==> src/rtl/fetch_ctrl_pkg.sv <==
package fetch_ctrl_pkg;

  // Operating states of the fetch stage
  typedef enum logic [2:0] {
    FS_RUN       = 3'd0,
    FS_BLOCK     = 3'd1,
    FS_SQUASH    = 3'd2,
    FS_MISS_WAIT = 3'd3,
    FS_MISS_DONE = 3'd4
  } fstate_e;

endpackage

==> src/rtl/fetch_ctrl_arb.sv <==
module fetch_ctrl_arb
  import fetch_ctrl_pkg::*;
#(
  parameter int unsigned NSTALL = 4
) (
  input  fstate_e           state_i,
  input  logic              cmt_squash_i,
  input  logic              rob_busy_i,
  input  logic              dec_squash_i,
  input  logic [NSTALL-1:0] stall_i,
  input  logic              miss_i,
  input  logic              miss_done_i,
  output fstate_e           state_d_o,
  output logic              redir_o,
  output logic              redir_cmt_o,
  output logic              fetch_o,
  output logic              advance_o,
  output logic              cancel_o
);

  // Priority: commit redirect, busy reorder buffer, decode redirect,
  // miss wait, stall, recovery, fetch.
  always_comb begin
    state_d_o   = state_i;
    redir_o     = 1'b0;
    redir_cmt_o = 1'b0;
    fetch_o     = 1'b0;
    advance_o   = 1'b0;
    if (cmt_squash_i) begin
      redir_o     = 1'b1;
      redir_cmt_o = 1'b1;
      state_d_o   = FS_SQUASH;
    end else if (rob_busy_i) begin
      state_d_o = FS_SQUASH;
    end else if (dec_squash_i && (state_i != FS_SQUASH)) begin
      redir_o   = 1'b1;
      state_d_o = FS_SQUASH;
    end else if (state_i == FS_MISS_WAIT) begin
      if (miss_done_i) state_d_o = FS_MISS_DONE;
    end else if (|stall_i) begin
      state_d_o = FS_BLOCK;
    end else if ((state_i == FS_BLOCK) || (state_i == FS_SQUASH)) begin
      state_d_o = FS_RUN;
    end else begin
      fetch_o = 1'b1;
      if (miss_i) begin
        state_d_o = FS_MISS_WAIT;
      end else begin
        advance_o = 1'b1;
        state_d_o = FS_RUN;
      end
    end
    cancel_o = redir_o && (state_i == FS_MISS_WAIT);
  end

endmodule

==> src/rtl/fetch_ctrl_pc.sv <==
module fetch_ctrl_pc #(
  parameter int unsigned     AW         = 32,
  parameter int unsigned     INST_BYTES = 4,
  parameter logic [AW-1:0]   RESET_PC   = '0
) (
  input  logic          clk,
  input  logic          rst_n,
  input  logic          redir_i,
  input  logic          redir_cmt_i,
  input  logic [AW-1:0] cmt_target_i,
  input  logic [AW-1:0] dec_target_i,
  input  logic          advance_i,
  input  logic [AW-1:0] grp_next_pc_i,
  output logic [AW-1:0] pc_o,
  output logic [AW-1:0] npc_o
);

  localparam logic [AW-1:0] STEP = AW'(INST_BYTES);

  logic [AW-1:0] load_val;
  logic          load_en;

  always_comb begin
    load_en  = redir_i || advance_i;
    if (redir_i) load_val = redir_cmt_i ? cmt_target_i : dec_target_i;
    else         load_val = grp_next_pc_i;
  end

  always_ff @(posedge clk or negedge rst_n) begin
    if (!rst_n) begin
      pc_o  <= RESET_PC;
      npc_o <= RESET_PC + STEP;
    end else if (load_en) begin
      pc_o  <= load_val;
      npc_o <= load_val + STEP;
    end
  end

endmodule

==> src/rtl/fetch_ctrl_train.sv <==
module fetch_ctrl_train #(
  parameter int unsigned AW = 32
) (
  input  logic          clk,
  input  logic          rst_n,
  input  logic          req_i,
  input  logic [AW-1:0] mis_pc_i,
  input  logic          taken_i,
  input  logic [AW-1:0] target_i,
  output logic          bp_valid_o,
  output logic [AW-1:0] bp_pc_o,
  output logic          bp_taken_o,
  output logic          btb_valid_o,
  output logic [AW-1:0] btb_pc_o,
  output logic [AW-1:0] btb_target_o
);

  always_ff @(posedge clk or negedge rst_n) begin
    if (!rst_n) begin
      bp_valid_o   <= 1'b0;
      btb_valid_o  <= 1'b0;
      bp_pc_o      <= '0;
      bp_taken_o   <= 1'b0;
      btb_pc_o     <= '0;
      btb_target_o <= '0;
    end else begin
      bp_valid_o  <= req_i;
      btb_valid_o <= req_i;
      if (req_i) begin
        bp_pc_o      <= mis_pc_i;
        bp_taken_o   <= taken_i;
        btb_pc_o     <= mis_pc_i;
        btb_target_o <= target_i;
      end
    end
  end

endmodule

==> src/rtl/fetch_ctrl.sv <==
module fetch_ctrl
  import fetch_ctrl_pkg::*;
#(
  parameter int unsigned   AW         = 32,
  parameter int unsigned   INST_BYTES = 4,
  parameter int unsigned   NSTALL     = 4,
  parameter logic [AW-1:0] RESET_PC   = AW'(32'h0000_0100)
) (
  input  logic              clk,
  input  logic              rst_n,
  input  logic              cmt_squash_i,
  input  logic [AW-1:0]     cmt_target_i,
  input  logic              cmt_mispred_i,
  input  logic [AW-1:0]     cmt_mis_pc_i,
  input  logic              cmt_taken_i,
  input  logic              rob_busy_i,
  input  logic              dec_squash_i,
  input  logic [AW-1:0]     dec_target_i,
  input  logic [NSTALL-1:0] stall_i,
  input  logic              miss_i,
  input  logic              miss_done_i,
  input  logic [AW-1:0]     grp_next_pc_i,
  output logic [AW-1:0]     pc_o,
  output logic [AW-1:0]     npc_o,
  output logic              fetch_en_o,
  output logic              miss_cancel_o,
  output logic              bp_upd_valid_o,
  output logic [AW-1:0]     bp_upd_pc_o,
  output logic              bp_upd_taken_o,
  output logic              btb_upd_valid_o,
  output logic [AW-1:0]     btb_upd_pc_o,
  output logic [AW-1:0]     btb_upd_target_o
);

  fstate_e state_q, state_d;
  logic    redir, redir_cmt, advance, train_req;

  always_ff @(posedge clk or negedge rst_n) begin
    if (!rst_n) state_q <= FS_RUN;
    else        state_q <= state_d;
  end

  fetch_ctrl_arb #(.NSTALL(NSTALL)) arb_i (
    .state_i      (state_q),
    .cmt_squash_i (cmt_squash_i),
    .rob_busy_i   (rob_busy_i),
    .dec_squash_i (dec_squash_i),
    .stall_i      (stall_i),
    .miss_i       (miss_i),
    .miss_done_i  (miss_done_i),
    .state_d_o    (state_d),
    .redir_o      (redir),
    .redir_cmt_o  (redir_cmt),
    .fetch_o      (fetch_en_o),
    .advance_o    (advance),
    .cancel_o     (miss_cancel_o)
  );

  fetch_ctrl_pc #(.AW(AW), .INST_BYTES(INST_BYTES), .RESET_PC(RESET_PC)) pc_i (
    .clk           (clk),
    .rst_n         (rst_n),
    .redir_i       (redir),
    .redir_cmt_i   (redir_cmt),
    .cmt_target_i  (cmt_target_i),
    .dec_target_i  (dec_target_i),
    .advance_i     (advance),
    .grp_next_pc_i (grp_next_pc_i),
    .pc_o          (pc_o),
    .npc_o         (npc_o)
  );

  assign train_req = cmt_squash_i && cmt_mispred_i;

  fetch_ctrl_train #(.AW(AW)) train_i (
    .clk          (clk),
    .rst_n        (rst_n),
    .req_i        (train_req),
    .mis_pc_i     (cmt_mis_pc_i),
    .taken_i      (cmt_taken_i),
    .target_i     (cmt_target_i),
    .bp_valid_o   (bp_upd_valid_o),
    .bp_pc_o      (bp_upd_pc_o),
    .bp_taken_o   (bp_upd_taken_o),
    .btb_valid_o  (btb_upd_valid_o),
    .btb_pc_o     (btb_upd_pc_o),
    .btb_target_o (btb_upd_target_o)
  );

endmodule

==> config.mk <==
export PLATFORM = sky130hd
export DESIGN_NAME = fetch_ctrl
export DESIGN_NICKNAME = d
export VERILOG_FILES = /design/src/rtl/fetch_ctrl_pkg.sv /design/src/rtl/fetch_ctrl_arb.sv /design/src/rtl/fetch_ctrl_pc.sv /design/src/rtl/fetch_ctrl_train.sv /design/src/rtl/fetch_ctrl.sv
export SDC_FILE = /design/constraint.sdc
export NUM_CORES = 1
export LEC_CHECK = 0
export ABC_CLOCK_PERIOD_IN_PS = 8140
export BUFFER_PORTS_ARGS = -buffer_cell sky130_fd_sc_hd__clkbuf_2
export CAP_MARGIN = 20
export CORE_MARGIN = 8
export CORE_UTILIZATION = 25
export CTS_BUF_LIST = sky130_fd_sc_hd__clkbuf_2
export CTS_CLUSTER_SIZE = 10
export DETAILED_ROUTE_END_ITERATION = 6
export HOLD_SLACK_MARGIN = 0.12
export PLACE_DENSITY = 0.47
export SYNTH_ARGS = -nofsm -noshare
export SYNTH_HDL_FRONTEND = slang
export SYNTH_SLANG_ARGS = --single-unit
export TNS_END_PERCENT = 30
==> constraint.sdc <==
create_clock -name clk -period 8.14 [get_ports clk]
set_input_delay 2.442 -clock clk [delete_from_list [all_inputs] [get_ports clk]]
set_output_delay 2.442 -clock clk [all_outputs]
set_load 0.05 [all_outputs]
==> flow_metrics.env <==
export IMPL_status="completed"
export IMPL_seqPwrFrac_pct=38.5
export IMPL_async_flop_share_pct=100
export IMPL_synth_top_cell_area_share_pct=49.7
export IMPL_wirelength_um=24400
export IMPL_regArea_sq_um=3280
export IMPL_grt_pass1_vias=5964
export IMPL_fin_crit_ns=6.22
export IMPL_hp_start="pc_i.pc_o[20]$_DFFE_PN0P_"
export IMPL_synth_top_area_cell="dfrtp_1"
export IMPL_dp_hpwl_um=19200
export IMPL_maxCapViolCount=0
export IMPL_crit_arrival_ns=3.77
export IMPL_synth_nets=766
export IMPL_leakage_nw=4.02
export IMPL_wl_per_cell_um=19.9
export IMPL_rows=58
export IMPL_synth_seq_cells=131
export IMPL_cts_resized=0
export IMPL_final_common_cell="clkbuf_2"
export IMPL_ir_worst_vdd_mv=0.0972
export IMPL_cts_setup_buffers=0
export IMPL_root_buffer="clkbuf_2"
export IMPL_setup_viol=0
export IMPL_synth_compound_area_share_pct=14.3
export IMPL_synth_cell_type_count=54
export IMPL_cts_made_buffers=17
export IMPL_synth_xor_area_share_pct=3.67
export IMPL_path_class="input port to primary output"
export IMPL_pwr_share_comb_pct=39.1
export IMPL_clkPwrFrac_pct=22.4
export IMPL_grt_util_all_layers_pct=15.3
export IMPL_yosys_most_used_dff="dfrtp_1"
export IMPL_maxSlewViolCount=0
export IMPL_final_util_pct=33.2
export IMPL_grt_start_max_net_pins=85
export IMPL_rsz0062_at_grt="false"
export IMPL_crit_fanout=30
export IMPL_path_buf_inv=4
export IMPL_mostFrequentLayoutCells="clkbuf_2 (322), dfrtp_1 (128), nand2_1 (98)"
export IMPL_holdPathEnd="pc_i.pc_o[20]$_DFFE_PN0P_"
export IMPL_syn2layout_area_growth_pct=29.9
export IMPL_required_ns=5.70
export IMPL_routabilityCongestion=0.803
export IMPL_syn_inst=625
export IMPL_endpoint_kind="primary output"
export IMPL_synth_fa_ha_area_share_pct=0
export IMPL_worst_path_stages=8
export IMPL_layout_drive_gt1_share_pct=47.4
export IMPL_htreeDepth=4
export IMPL_multi_input_area_sq_um=2700
export IMPL_crit_path_cell_trace="clkbuf_2 -> nand2b_1 -> buf_4 -> nor2_2 -> buf_4 -> nor2_1 -> nor2_1 -> clkbuf_2"
export IMPL_fin_nets=1027
export IMPL_core_sq_um=25300
export IMPL_dr_pass1_iters=5
export IMPL_path_delay_family="buffers and inverters"
export IMPL_routed_via_density=4.60
export IMPL_finalSetupTns_ns=0
export IMPL_antenna_found_initial=1
export IMPL_max_freq_mhz=161
export IMPL_num_vias=5652
export IMPL_die_w_um=177
export IMPL_hold_depth=2
export IMPL_maxSlewHeadroom_pct=25.7
export IMPL_ys_warn_count=0
export IMPL_synth_mux_area_share_pct=11.3
export IMPL_cpMaxStageDelayCell="clkbuf_2"
export IMPL_skew_ns=0.0293
export IMPL_drt_iter0_drc=262
export IMPL_yosys_area_share_simple_pct=12.4
export IMPL_power_density_nw_per_um2=248
export IMPL_ctsHoldBuffers=0
export IMPL_period_share_pct=76.4
export IMPL_synth_area_leaders="dfrtp_1 (50%), mux2_2 (11%), nand2_1 (5.8%)"
export IMPL_cts_buffer_depth=2
export IMPL_clkSinkCount=131
export IMPL_p_sw_share_pct=45.6
export IMPL_grt_first_pass_wirelength_um=36600
export IMPL_synth_edf_count=0
export IMPL_portBuffers=305
export IMPL_syn_cell_area_sq_um=6450
export IMPL_slowest_delay_ns=0.31
export IMPL_hold_viol=0
export IMPL_holdCritPathClass="register to register"
export IMPL_r2r_start="state_q[0]$_DFFE_PN0P_"
export IMPL_ant_nets=0
export IMPL_clkTransAtPathRegs_ns=0.16
export IMPL_start_util_pct=25.5
export IMPL_cts_tree="built"
export IMPL_drc=0
export IMPL_synth_area_per_cell_sq_um=10.3
export IMPL_die_y_um=177
export IMPL_p_int_w=0.00113
export IMPL_worstSkewPairLatency_ns=0.67
export IMPL_rrSetupSlack_ns=4.20
export IMPL_pin_count=306
export IMPL_reg2reg_depth=8
export IMPL_grt_overflow_total=0
export IMPL_net_switching_power_w=0.000948
export IMPL_synth_seq_area_share_pct=50.9
export IMPL_r2r_end="pc_i.npc_o[15]$_DFFE_PN0P_"
export IMPL_synth_top_family_by_area="compound AO/OA/AOI/OAI gates"
export IMPL_start_kind="input port"
export IMPL_worst_slew_pin_slew_ns=1.12
export IMPL_die_area_sq_um=31200
export IMPL_n_fill_cell=2682
==> state kept, by name (all words and copies together) (netlist names) <==
register              count
state_q                   3
pc_i.npc_o               32
train_i.bp_taken_o        1
train_i.btb_target_o     32
pc_i.pc_o                30
train_i.bp_pc_o          32
train_i.bp_valid_o        1
==> cells in the mapped netlist, types with 4 or more instances <==
| cell | instances |
|---|---|
| o21ai_0 | 63 |
| nor2b_1 | 5 |
| nand3_1 | 9 |
| nor2_1 | 15 |
| a21oi_1 | 9 |
| xnor2_1 | 19 |
| mux2_2 | 62 |
| a2bb2oi_1 | 9 |
| o21ai_1 | 25 |
| clkbuf_1 | 27 |
| inv_1 | 9 |
| nor3_1 | 4 |
| buf_4 | 38 |
| a22o_1 | 5 |
| or4_1 | 4 |
| nand2_1 | 99 |
| xor2_1 | 8 |
| o2bb2ai_1 | 8 |
| a31oi_1 | 24 |
| buf_2 | 4 |
| dfrtp_1 | 128 |
==> metrics by stage <==
stage | cells | worst slack (ns) | power [W] | hold slack, ns | cell area, sq um
2_1_floorplan | 625 | 1.77 | 0.00142 | 0.579 | 6450
3_3_place_gp | 1194 | 1.93 | 0.00163 | 0.456 | 8030
3_5_place_dp | 1195 | 1.91 | 0.00164 | 0.460 | 8060
4_1_cts | 1227 | 1.90 | 0.00211 | 0.505 | 8330
5_1_grt | 1230 | 1.80 | 0.00219 | 0.522 | 8380
6_report | 1230 | 1.92 | 0.00208 | 0.498 | 8380
==> worst register-to-register path: stages (launching register included) <==
cell and delay (ns):
dfrtp_1 0.54, or3b_1 0.91, a31oi_1 0.21, a2bb2oi_1 0.43, nand4_2 0.32, nor4b_4 0.67, or4b_1 0.51, xnor2_1 0.15
o21ai_1 0.07
==> per-layer routing <==
layer / GRT usage [%] / routed length (um) / vias up
met4: 2.98 / 214 / 0
met2: 24.5 / 10900 / 293
met3: 5.96 / 2570 / 15
met1: 19.4 / 10700 / 2665
li1: - / - / 2679
met5: 0 / 0 / -
==> layout make-up <==
class,instances,area share [%]
well taps,330,4.93
diodes,1,0.0299
clock inverters,14,2.21
multi-input cells,410,32.3
clock buffers,18,1.08
repair buffers,316,19.9
flip-flops and latches,131,39.2
inverters,10,0.448
==> cells by family (layout without fill, tap and decap cells) <==
group           after synthesis  after routing
simple gates                164            164
buf+inv                      84            358
other cells                   0              1
flops                       131            131
compound gates              154            154
mux                          65             65
xor+xnor                     27             27
==> power groups by stage <==
stage               combinational, W  sequential (W)  clock [W]
finish                      0.000814        0.000800   0.000466
global route                0.000859        0.000815   0.000515
CTS                         0.000823        0.000803   0.000486
detailed placement          0.000823        0.000816          0
global placement            0.000821        0.000811          0
floorplan                   0.000294         0.00112          0
==> how the worst max path moves through the flow <==
stage	endpoint	start	slack, ns
2_1_floorplan	miss_cancel_o	cmt_squash_i	1.77
3_3_place_gp	miss_cancel_o	rob_busy_i	1.93
3_5_place_dp	miss_cancel_o	rob_busy_i	1.91
4_1_cts	miss_cancel_o	rob_busy_i	1.90
5_1_grt	fetch_en_o	stall_i[1]	1.80
6_report	miss_cancel_o	rob_busy_i	1.92
Note: power is estimated with default switching activity, not from simulation.
